### src/rtl/wdt_pkg.sv
// Shared constants and types for the key-sequenced watchdog.
// Assumes a byte-addressed register window of at least 8 address bits.
package wdt_pkg;

    localparam logic [7:0] A_CFG   = 8'h10;
    localparam logic [7:0] A_STAT  = 8'h14;
    localparam logic [7:0] A_ISR   = 8'h18;
    localparam logic [7:0] A_IER   = 8'h1C;
    localparam logic [7:0] A_WAKE  = 8'h20;
    localparam logic [7:0] A_CTRL  = 8'h24;
    localparam logic [7:0] A_CNT   = 8'h28;
    localparam logic [7:0] A_LOAD  = 8'h2C;
    localparam logic [7:0] A_TRIG  = 8'h30;
    localparam logic [7:0] A_PEND  = 8'h34;
    localparam logic [7:0] A_KEY   = 8'h48;

    localparam int KEY_W = 16;
    localparam logic [KEY_W-1:0] KEY_ARM_A    = 16'hBBBB;
    localparam logic [KEY_W-1:0] KEY_ARM_B    = 16'h4444;
    localparam logic [KEY_W-1:0] KEY_DISARM_A = 16'hAAAA;
    localparam logic [KEY_W-1:0] KEY_DISARM_B = 16'h5555;

    localparam int PTV_W = 3;

    typedef enum logic [1:0] {
        KS_IDLE   = 2'd0,
        KS_ARM    = 2'd1,
        KS_DISARM = 2'd2
    } key_stage_t;

    typedef struct packed {
        logic             en;
        logic [PTV_W-1:0] ptv;
    } prescale_t;

endpackage

### src/rtl/wdt_keyseq.sv
// Posted key register and two-word arm/disarm sequencer.
// A bus key write is latched, held pending for POST_TICKS reference ticks,
// then applied to the sequence state. Writes while pending are dropped.
// Assumes POST_TICKS >= 2 and that srst is a one-clock strobe.
module wdt_keyseq
    import wdt_pkg::*;
#(
    parameter int POST_TICKS = 4
) (
    input  logic             clk,
    input  logic             rst_n,
    input  logic             srst,
    input  logic             tick_en,
    input  logic             key_wr,
    input  logic [KEY_W-1:0] key_data,
    output logic             run,
    output logic             pend,
    output logic [KEY_W-1:0] key_last
);

    localparam int PC_W = $clog2(POST_TICKS);
    localparam logic [PC_W-1:0] PC_LAST = PC_W'(POST_TICKS - 1);

    logic [PC_W-1:0] post_cnt;
    key_stage_t      stage;
    key_stage_t      stage_nxt;
    logic            run_nxt;
    logic            apply_now;

    // Purpose: the posted word is applied on the final countdown tick.
    assign apply_now = pend && tick_en && (post_cnt == PC_LAST);

    // Purpose: next sequence stage and run state when the posted word lands.
    always_comb begin
        stage_nxt = KS_IDLE;
        run_nxt   = run;
        unique case (stage)
            KS_ARM: begin
                if (key_last == KEY_ARM_B) run_nxt = 1'b1;
            end
            KS_DISARM: begin
                if (key_last == KEY_DISARM_B) run_nxt = 1'b0;
            end
            default: begin
                if (key_last == KEY_ARM_A)         stage_nxt = KS_ARM;
                else if (key_last == KEY_DISARM_A) stage_nxt = KS_DISARM;
            end
        endcase
    end

    // Purpose: post the key word and count reference ticks until it applies.
    always_ff @(posedge clk) begin
        if (!rst_n || srst) begin
            pend     <= 1'b0;
            post_cnt <= '0;
            key_last <= '0;
        end else if (key_wr && !pend) begin
            pend     <= 1'b1;
            post_cnt <= '0;
            key_last <= key_data;
        end else if (pend && tick_en) begin
            if (post_cnt == PC_LAST) pend <= 1'b0;
            else                     post_cnt <= post_cnt + 1'b1;
        end
    end

    // Purpose: hold sequence stage and run state, updated only on apply.
    always_ff @(posedge clk) begin
        if (!rst_n || srst) begin
            stage <= KS_IDLE;
            run   <= 1'b0;
        end else if (apply_now) begin
            stage <= stage_nxt;
            run   <= run_nxt;
        end
    end

endmodule

### src/rtl/wdt_count.sv
// Prescaler, up-counter with reload on wrap, and reset request pulse.
// Assumes CNT_W <= DATA_W of the bus and that bus strobes are one clock wide.
module wdt_count
    import wdt_pkg::*;
#(
    parameter int CNT_W = 32
) (
    input  logic             clk,
    input  logic             rst_n,
    input  logic             srst,
    input  logic             tick_en,
    input  logic             run,
    input  prescale_t        pre,
    input  logic             ctrl_wr,
    input  logic             cnt_wr,
    input  logic [CNT_W-1:0] cnt_wdata,
    input  logic             trig,
    input  logic [CNT_W-1:0] load_val,
    output logic [CNT_W-1:0] cnt_val,
    output logic             ovf,
    output logic             rst_req
);

    localparam int PRE_W = 2 ** PTV_W;

    logic [PRE_W:0]   lim_full;
    logic [PRE_W-1:0] pre_lim;
    logic [PRE_W-1:0] pre_cnt;
    logic             step;
    logic             adv;
    logic             at_top;

    // Purpose: prescale limit 2^(p+1)-1, computed one bit wider than needed.
    assign lim_full = ((PRE_W+1)'(1) << ({1'b0, pre.ptv} + 4'd1)) - (PRE_W+1)'(1);
    assign pre_lim  = lim_full[PRE_W-1:0];

    assign step   = run && tick_en;
    assign adv    = step && (!pre.en || (pre_cnt == pre_lim));
    assign at_top = &cnt_val;
    assign ovf    = adv && at_top && !cnt_wr && !trig;

    // Purpose: prescale phase counter, restarted by a control write.
    always_ff @(posedge clk) begin
        if (!rst_n || srst || ctrl_wr) begin
            pre_cnt <= '0;
        end else if (step && pre.en) begin
            pre_cnt <= (pre_cnt == pre_lim) ? '0 : pre_cnt + 1'b1;
        end
    end

    // Purpose: main counter; bus write beats trigger beats counting.
    always_ff @(posedge clk) begin
        if (!rst_n || srst) begin
            cnt_val <= '0;
        end else if (cnt_wr) begin
            cnt_val <= cnt_wdata;
        end else if (trig) begin
            cnt_val <= load_val;
        end else if (adv) begin
            cnt_val <= at_top ? load_val : cnt_val + 1'b1;
        end
    end

    // Purpose: one-clock reset request in step with the overflow flag.
    always_ff @(posedge clk) begin
        if (!rst_n || srst) rst_req <= 1'b0;
        else                rst_req <= ovf;
    end

endmodule

### src/rtl/wdt_regs.sv
// Register decode, soft reset sequencing, interrupt flag and read mux.
// Assumes a single-cycle bus: a write lands on the clock edge where sel and we
// are high; reads are combinational on bus_addr.
module wdt_regs
    import wdt_pkg::*;
#(
    parameter int ADDR_W    = 8,
    parameter int DATA_W    = 32,
    parameter int CNT_W     = 32,
    parameter int SR_CYCLES = 4
) (
    input  logic              clk,
    input  logic              rst_n,
    input  logic              bus_sel,
    input  logic              bus_we,
    input  logic [ADDR_W-1:0] bus_addr,
    input  logic [DATA_W-1:0] bus_wdata,
    input  logic              ovf,
    input  logic [CNT_W-1:0]  cnt_val,
    input  logic              pend,
    input  logic [KEY_W-1:0]  key_last,
    output logic              srst,
    output logic              key_wr,
    output logic              cnt_wr,
    output logic              trig,
    output logic              ctrl_wr,
    output logic [CNT_W-1:0]  load_val,
    output prescale_t         pre,
    output logic              isr_flag,
    output logic              irq,
    output logic [DATA_W-1:0] bus_rdata
);

    localparam int BW = $clog2(SR_CYCLES + 1);

    logic [BW-1:0] busy_cnt;
    logic          busy;
    logic          wr;
    logic          idle_bit;
    logic          ier_bit;
    logic          wake_bit;

    // Purpose: decode one-clock write strobes, gated off during soft reset.
    function automatic logic hit(input logic [7:0] a);
        return bus_addr == ADDR_W'(a);
    endfunction

    assign busy    = (busy_cnt != '0);
    assign wr      = bus_sel && bus_we && !busy;
    assign srst    = wr && hit(A_CFG) && bus_wdata[1];
    assign key_wr  = wr && hit(A_KEY);
    assign cnt_wr  = wr && hit(A_CNT);
    assign trig    = wr && hit(A_TRIG);
    assign ctrl_wr = wr && hit(A_CTRL);
    assign irq     = isr_flag && ier_bit;

    // Purpose: soft reset busy window after the reset strobe.
    always_ff @(posedge clk) begin
        if (!rst_n)       busy_cnt <= '0;
        else if (srst)    busy_cnt <= BW'(SR_CYCLES);
        else if (busy)    busy_cnt <= busy_cnt - 1'b1;
    end

    // Purpose: plain configuration registers.
    always_ff @(posedge clk) begin
        if (!rst_n || srst) begin
            idle_bit <= 1'b0;
            ier_bit  <= 1'b0;
            wake_bit <= 1'b0;
            load_val <= '0;
            pre      <= '0;
        end else if (wr) begin
            if (hit(A_CFG))  idle_bit <= bus_wdata[3];
            if (hit(A_IER))  ier_bit  <= bus_wdata[0];
            if (hit(A_WAKE)) wake_bit <= bus_wdata[0];
            if (hit(A_LOAD)) load_val <= bus_wdata[CNT_W-1:0];
            if (ctrl_wr)     pre      <= '{en: bus_wdata[5], ptv: bus_wdata[4:2]};
        end
    end

    // Purpose: overflow flag, write-one-to-clear, set has priority.
    always_ff @(posedge clk) begin
        if (!rst_n || srst) begin
            isr_flag <= 1'b0;
        end else begin
            if (wr && hit(A_ISR) && bus_wdata[0]) isr_flag <= 1'b0;
            if (ovf)                              isr_flag <= 1'b1;
        end
    end

    // Purpose: read data mux.
    always_comb begin
        bus_rdata = '0;
        if (hit(A_CFG)) begin
            bus_rdata[3] = idle_bit;
            bus_rdata[1] = busy;
        end
        if (hit(A_STAT)) bus_rdata[0] = !busy;
        if (hit(A_ISR))  bus_rdata[0] = isr_flag;
        if (hit(A_IER))  bus_rdata[0] = ier_bit;
        if (hit(A_WAKE)) bus_rdata[0] = wake_bit;
        if (hit(A_CTRL)) begin
            bus_rdata[5]   = pre.en;
            bus_rdata[4:2] = pre.ptv;
        end
        if (hit(A_CNT))  bus_rdata[CNT_W-1:0] = cnt_val;
        if (hit(A_LOAD)) bus_rdata[CNT_W-1:0] = load_val;
        if (hit(A_PEND)) bus_rdata[4] = pend;
        if (hit(A_KEY))  bus_rdata[KEY_W-1:0] = key_last;
    end

endmodule

### src/rtl/wdt_top.sv
// Key-sequenced watchdog top: ties register block, key sequencer and counter.
// Assumes tick_en is already synchronous to clk.
module wdt_top
    import wdt_pkg::*;
#(
    parameter int ADDR_W     = 8,
    parameter int DATA_W     = 32,
    parameter int CNT_W      = 32,
    parameter int POST_TICKS = 4,
    parameter int SR_CYCLES  = 4
) (
    input  logic              clk,
    input  logic              rst_n,
    input  logic              tick_en,
    input  logic              bus_sel,
    input  logic              bus_we,
    input  logic [ADDR_W-1:0] bus_addr,
    input  logic [DATA_W-1:0] bus_wdata,
    output logic [DATA_W-1:0] bus_rdata,
    output logic              irq,
    output logic              rst_req
);

    logic             srst;
    logic             key_wr;
    logic             cnt_wr;
    logic             trig;
    logic             ctrl_wr;
    logic [CNT_W-1:0] load_val;
    logic [CNT_W-1:0] cnt_val;
    prescale_t        pre;
    logic             isr_flag;
    logic             ovf;
    logic             run;
    logic             pend;
    logic [KEY_W-1:0] key_last;

    wdt_regs #(
        .ADDR_W(ADDR_W), .DATA_W(DATA_W), .CNT_W(CNT_W), .SR_CYCLES(SR_CYCLES)
    ) u_regs (
        .clk(clk), .rst_n(rst_n), .bus_sel(bus_sel), .bus_we(bus_we),
        .bus_addr(bus_addr), .bus_wdata(bus_wdata), .ovf(ovf), .cnt_val(cnt_val),
        .pend(pend), .key_last(key_last), .srst(srst), .key_wr(key_wr),
        .cnt_wr(cnt_wr), .trig(trig), .ctrl_wr(ctrl_wr), .load_val(load_val),
        .pre(pre), .isr_flag(isr_flag), .irq(irq), .bus_rdata(bus_rdata)
    );

    wdt_keyseq #(.POST_TICKS(POST_TICKS)) u_keys (
        .clk(clk), .rst_n(rst_n), .srst(srst), .tick_en(tick_en),
        .key_wr(key_wr), .key_data(bus_wdata[KEY_W-1:0]),
        .run(run), .pend(pend), .key_last(key_last)
    );

    wdt_count #(.CNT_W(CNT_W)) u_count (
        .clk(clk), .rst_n(rst_n), .srst(srst), .tick_en(tick_en), .run(run),
        .pre(pre), .ctrl_wr(ctrl_wr), .cnt_wr(cnt_wr),
        .cnt_wdata(bus_wdata[CNT_W-1:0]), .trig(trig), .load_val(load_val),
        .cnt_val(cnt_val), .ovf(ovf), .rst_req(rst_req)
    );

endmodule

### config.mk
export PLATFORM = sky130hd
export DESIGN_NAME = wdt_top
export DESIGN_NICKNAME = d
export VERILOG_FILES = /design/src/rtl/wdt_pkg.sv /design/src/rtl/wdt_keyseq.sv /design/src/rtl/wdt_count.sv /design/src/rtl/wdt_regs.sv /design/src/rtl/wdt_top.sv
export SDC_FILE = /design/constraint.sdc
export NUM_CORES = 1
export LEC_CHECK = 0
export BUFFER_PORTS_ARGS = -buffer_cell sky130_fd_sc_hd__clkbuf_2
export CAP_MARGIN = 0
export CELL_PAD_IN_SITES_DETAIL_PLACEMENT = 0
export CELL_PAD_IN_SITES_GLOBAL_PLACEMENT = 1
export CORE_MARGIN = 4
export CORE_UTILIZATION = 43
export CTS_CLUSTER_SIZE = 28
export DETAILED_ROUTE_END_ITERATION = 12
export GPL_ROUTABILITY_DRIVEN = 0
export HOLD_SLACK_MARGIN = 0.12
export PLACE_DENSITY_LB_ADDON = 0.1
export SYNTH_ARGS = -nofsm -noshare
export SYNTH_HDL_FRONTEND = slang
export SYNTH_SLANG_ARGS = --single-unit
### constraint.sdc
create_clock -name clk -period 4.13 [get_ports clk]
set_clock_uncertainty 0.2 [all_clocks]
set_input_delay 0.826 -clock clk [delete_from_list [all_inputs] [get_ports clk]]
set_output_delay 0.826 -clock clk [all_outputs]
set_load 0.005 [all_outputs]
# Yosys cells after proc, flatten, opt, wreduce, memory -nomap -nowiden
# Cells that the tools add are included.
[word_totals]
reg_bits = 106
elab_cells = 124
[classes]
n_addsub = 6
eq_ne = 21
shift = 1
mux = 29
n_bitwise = 2
n_reduce_logical = 48
[ops]
columns = ["operator", "n"]
rows = [
  ["$mux W32", 6],
  ["$eq A8 B6 Y1 const B", 6],
  ["$add A32 B1 Y32 const B", 1],
  ["$eq A16 B15 Y1 const B", 2],
  ["$eq A16 B16 Y1 const B", 2],
  ["$eq A8 B5 Y1 const B", 4],
  ["$reduce_and A32 Y1", 1],
  ["$logic_and A1 B1 Y1", 20],
  ["$mux W16", 1],
  ["$mux W1", 14],
  ["$reduce_and A2 Y1", 7],
  ["$reduce_bool A2 Y1", 5],
  ["$add A8 B1 Y8 const B", 1],
  ["$eq A8 B7 Y1 const B", 1],
  ["$eq A8 B8 Y1", 1],
  ["$mux W8", 1],
  ["$shl A1 B4 Y8 const A", 1],
  ["$sub A8 B2 Y8 const B", 1],
  ["$logic_not A1 Y1", 6],
  ["$mux W2", 3],
  ["$mux W3", 2],
  ["$reduce_bool A3 Y1", 2],
  ["$reduce_or A2 Y1", 3],
  ["$add A3 B1 Y4 const B", 1],
  ["10 further kinds", 15],
]

# Depth between registers and ports, before layout
[logic_depth]
ltp_word = 10
mapped_depth = 13
depth_no_buf = 9

# Cells and area by module
# From an unflattened synthesis, not the netlist that was laid out.
[unflattened]
hier_cells = 826
area_unflattened_um2 = 6301.0
[modules_own_cells]
columns = ["mod", "instances", "cells_per_inst", "area_each_um2", "seq_area_each_um2"]
rows = [
  ["wdt_count", 1, 403, 3025.4, 820.8],
  ["wdt_regs", 1, 311, 2352.3, 860.8],
  ["wdt_keyseq", 1, 112, 923.4, 440.4],
]

# Least setup slack after synthesis
# Ideal clock, no wire load.
[synth_timing]
path_kind = "input to output"
start = "input bus_addr[4]"
end = "output bus_rdata[2]"
arrival_time_ns = 2.292
path_slack_ns = 0.812
path_stages = 7
n_path_buf = 3
path_cell_list = "buf_2 > nor4b_2 > and3_1 > clkbuf_1 > clkbuf_1 > a222oi_1 > a21oi_1"
[synth_between]
elab_chain_len = 5
word_cells_on_any_way = 8
[synth_rtl]
columns = ["item", "line_no", "rtl"]
rows = [
  ["start: declaration", "wdt_top.sv:17", "input logic [ADDR_W-1:0] bus_addr,"],
  ["$eq A8 B6 Y1", "wdt_regs.sv:45", "return bus_addr == ADDR_W'(a);"],
  ["$mux W4", "wdt_regs.sv:102", "if (hit(A_CTRL)) begin"],
  ["$mux W32", "wdt_regs.sv:106", "if (hit(A_CNT)) bus_rdata[CNT_W-1:0] = cnt_val;"],
  ["$mux W32", "wdt_regs.sv:107", "if (hit(A_LOAD)) bus_rdata[CNT_W-1:0] = load_val;"],
  ["$mux W16 *", "wdt_regs.sv:109", "if (hit(A_KEY)) bus_rdata[KEY_W-1:0] = key_last;"],
  ["end: declaration", "wdt_top.sv:19", "output logic [DATA_W-1:0] bus_rdata,"],
]
# Every way passes the cells marked *; elsewhere a longest branch is shown, timed or not.

# Worst setup path after layout
[layout_timing]
start = "input bus_addr[7]"
end = "output bus_rdata[3]"
[layout_between]
elab_chain_len = 6
word_cells_on_any_way = 10
[layout_rtl]
columns = ["item", "line_no", "rtl"]
rows = [
  ["$eq A8 B5 Y1", "wdt_regs.sv:45", ""],
  ["$mux W1", "wdt_regs.sv:94", "if (hit(A_CFG)) begin"],
  ["$mux W4", "wdt_regs.sv:102", ""],
  ["$mux W32", "wdt_regs.sv:106", ""],
  ["$mux W32", "wdt_regs.sv:107", ""],
  ["$mux W16 *", "wdt_regs.sv:109", ""],
]
# Marks and branches as above.

==> impl_metrics.env <==
export IMPL_drive_gt1_share_pct=14.62
export IMPL_post_dp_cell_area_sq_um=6614
export IMPL_die_h_um=127.1
export IMPL_cts_buffers=9
export IMPL_cts_tree="built"
export IMPL_slowest_delay_ns=0.47
export IMPL_yosysTopAreaCell="dfxtp_1"
export IMPL_cts_resized=0
export IMPL_drt_iter0_drc=602
export IMPL_min_to="u_regs.idle_bit"
export IMPL_diodes=0
export IMPL_hold_path_class="reg -> reg"
export IMPL_num_nets_final=904
export IMPL_clock_path_buffers=2
export IMPL_ir_drop_mv=0.3183
export IMPL_syn_area_per_cell_sq_um=7.552
export IMPL_syn_cell_area_sq_um=6095
export IMPL_slew_headroom_pct=21.69
export IMPL_syn_nets=861
export IMPL_maxSlewViolCount=0
export IMPL_r2r_start="u_regs.busy_cnt[0]"
export IMPL_crit_path_top_delay_cell="nor3b_1"
export IMPL_timing_hold_ws_ns=0.2732
export IMPL_die_area_sq_um=16140
export IMPL_vias=6184
export IMPL_reg2regPathDepth=9
export IMPL_ys_seq_area_share_pct=34.82
export IMPL_r2r_end="u_count.cnt_val[0]"
export IMPL_antenna_found_initial=0
export IMPL_setup_violations=0
export IMPL_grt_pass1_wl_mm=29.90
export IMPL_status="completed"
export IMPL_synthArstFlopShare_pct=0
export IMPL_dr_pass1_iters=5
export IMPL_area_delta_synth_final_pct=13.82
export IMPL_finalCritPeriodShare_pct=88.57
export IMPL_pwr_density_cell_nw_per_um2=306.6
export IMPL_clock_sinks=106
export IMPL_netlist_top_cells_area="dfxtp_1 35%, nand2_1 10%, a21oi_1 6.2%"
export IMPL_synth_cell_types=63
export IMPL_worst_setup_path_start_kind="input pin"
export IMPL_final_common_cell="nand2_1"
export IMPL_leakagePower_nw=2.621
export IMPL_synth_edf_count=0
export IMPL_critPathMostFrequentCell="clkbuf_2"
export IMPL_cts_clk_slew_worst_paths_ns=0.07
export IMPL_hold_viol=0
export IMPL_clk_latency_ns=0.36
export IMPL_reg2reg_setup_slack_ns=0.58
export IMPL_port_buffers=78
export IMPL_die_w_um=127.1
export IMPL_post_route_drc_count=0
export IMPL_crit_fanout=33
export IMPL_start_util_pct=43.91
export IMPL_ios=79
export IMPL_grtUsageTotal_pct=22.82
export IMPL_rsz0062_at_grt="no"
export IMPL_end_kind="output pin"
export IMPL_overflow=0
export IMPL_critPathArrivalTime_ns=2.63
export IMPL_row_count=43
export IMPL_hold_path_startpoint="u_regs.idle_bit"
export IMPL_core_area_sq_um=13880
export IMPL_grt_max_degree=65
export IMPL_pre_cts_slack_ns=0.4892
export IMPL_multi_input_area_sq_um=3660
export IMPL_ys_ff_latch=106
export IMPL_fin_setup_tns_ns=0
export IMPL_postCtsHoldBufs=0
export IMPL_root_buffer="clkbuf_16"
export IMPL_ant_nets=0
export IMPL_htreeDepth=3
export IMPL_fill_cells=1420
export IMPL_synth_ff_type="dfxtp_1"
export IMPL_dpl_hpwl_mm=13.23
export IMPL_cts_setup_buffers=0
export IMPL_crit_chain="clkbuf_2 > nor3b_1 > nand2b_1 > nor2_2 > buf_4 > a222oi_1 > a31oi_1 > clkbuf_2"
export IMPL_grt_pass1_vias=5688
export IMPL_yosys_warnings=0
export IMPL_routed_via_density=5.975
export IMPL_critical_path_class="in -> out"
export IMPL_postSynthCellCount=807
export IMPL_worst_ep_required_time_ns=3.10
export IMPL_drv_cap=0
export IMPL_tightest_slew_ns=1.175
export IMPL_synth_top_cell_area_share_pct=34.82
export IMPL_whs_path_depth=2
export IMPL_setup_ws_ns=0.4722
export IMPL_fin_crit_ns=3.658
export IMPL_wl_per_cell_um=18.23
export IMPL_seqCellArea_sq_um=2122
export IMPL_final_area_sq_um=6937
export IMPL_routed_wl_mm=18.86
export IMPL_max_freq_mhz=273.4
export IMPL_final_cell_mix="167 x nand2_1, 106 x dfxtp_1, 78 x clkbuf_2, 75 x a21oi_1, 46 x nor2_1"
[layout make-up]
| cell class | instances | area share, % |
|---|---|---|
| clock inverter | 4 | 0.8117 |
| sequential | 106 | 30.59 |
| timing repair buffer | 94 | 7.720 |
| tap | 180 | 3.247 |
| clock buffer | 12 | 3.842 |
| multi-input combinational | 620 | 52.76 |
| inverter | 19 | 1.028 |
[through the flow]
step | power (mW) | utilization (%) | instances
floorplan | 1.153 | - | 807
global placement | 1.210 | 47.65 | 1019
detailed placement | 1.219 | 47.65 | 1019
CTS | 2.147 | 49.97 | 1035
global route | 2.202 | 49.97 | 1035
finish | 2.127 | 49.97 | 1035
[where the power goes]
part,switching (mW),leakage [nW],internal (mW),total (mW)
Clock,0.407,0.159,0.525,0.932
Sequential,0.00672,0.854,1.03,1.04
Combinational,0.104,1.61,0.0535,0.158
Total,0.518,2.62,1.61,2.13
[critical path, delay by kind of cell]
| kind | cells | cell delay (ns) |
|---|---|---|
| AND/OR/NAND/NOR | 3 | 0.81 |
| AO/OA/AOI/OAI | 2 | 0.36 |
| buffers and inverters | 3 | 0.64 |
[sequential cells by signal, summed over array words and instances (netlist names), 2 cells and up]
| signal | flops |
|---|---|
| u_count.cnt_val | 32 |
| u_regs.load_val | 32 |
| u_keys.key_last | 16 |
| u_count.pre_cnt | 8 |
| u_regs.pre | 4 |
| u_regs.busy_cnt | 3 |
| u_keys.post_cnt | 2 |
| u_keys.stage | 2 |
[worst max path at each step]
stage               cells after the start               start                  to  slack (ns)
detailed placement                      8         bus_addr[7]        bus_rdata[3]        0.49
finish                                  8         bus_addr[7]        bus_rdata[3]        0.47
floorplan                               7         bus_addr[4]        bus_rdata[2]        0.81
global route                            8  u_count.cnt_val[1]  u_count.cnt_val[0]        0.29
global placement                        8         bus_addr[7]        bus_rdata[3]        0.54
CTS                                     8         bus_addr[7]        bus_rdata[3]        0.48
[synth_stat cells (3+ instances only)]
| cell type | number |
|---|---|
| nand2_1 | 168 |
| dfxtp_1 | 106 |
| a21oi_1 | 75 |
| clkbuf_1 | 47 |
| nor2_1 | 47 |
| nand3_1 | 34 |
| o211ai_1 | 21 |
| xor2_1 | 21 |
| a31oi_1 | 20 |
| inv_1 | 19 |
| o21ai_0 | 19 |
| o21ai_1 | 18 |
| a22o_1 | 16 |
| nor3_1 | 16 |
| buf_2 | 15 |
| nand4_1 | 15 |
| xnor2_1 | 15 |
| a222oi_1 | 14 |
| a221oi_1 | 9 |
| ha_1 | 9 |
| nor4_1 | 9 |
| and2_1 | 8 |
| and3_1 | 7 |
| and4_1 | 7 |
| mux2i_1 | 6 |
| o22ai_1 | 5 |
| nor4b_1 | 4 |
| a32oi_1 | 3 |
| nand3b_1 | 3 |
| nand4b_1 | 3 |
| nor2b_1 | 3 |
| or3_1 | 3 |
[cell families after synthesis]
logic type | Yosys count | share of synthesized area (%)
AOI/OAI and AO/OA | 221 | 23.81
muxes | 8 | 1.355
and+or+nand+nor | 345 | 27.63
adders and majority gates | 9 | 1.848
buffers and inverters | 81 | 5.297
DFF | 106 | 34.82
xor gates and xnor gates | 36 | 5.174
other | 1 | 0.06153
[per-layer routing]
metal	part of all wire, %	wire (um)	global-route usage (%)	vias to the layer above
met2	47	8798	37.02	208
met3	5.8	1097	4.891	31
met1	45	8408	29.62	2929
met4	3.0	558	9.211	0
met5	0	0	0	-
li1	-	-	-	3016
Power figures use the tool's default switching activity.
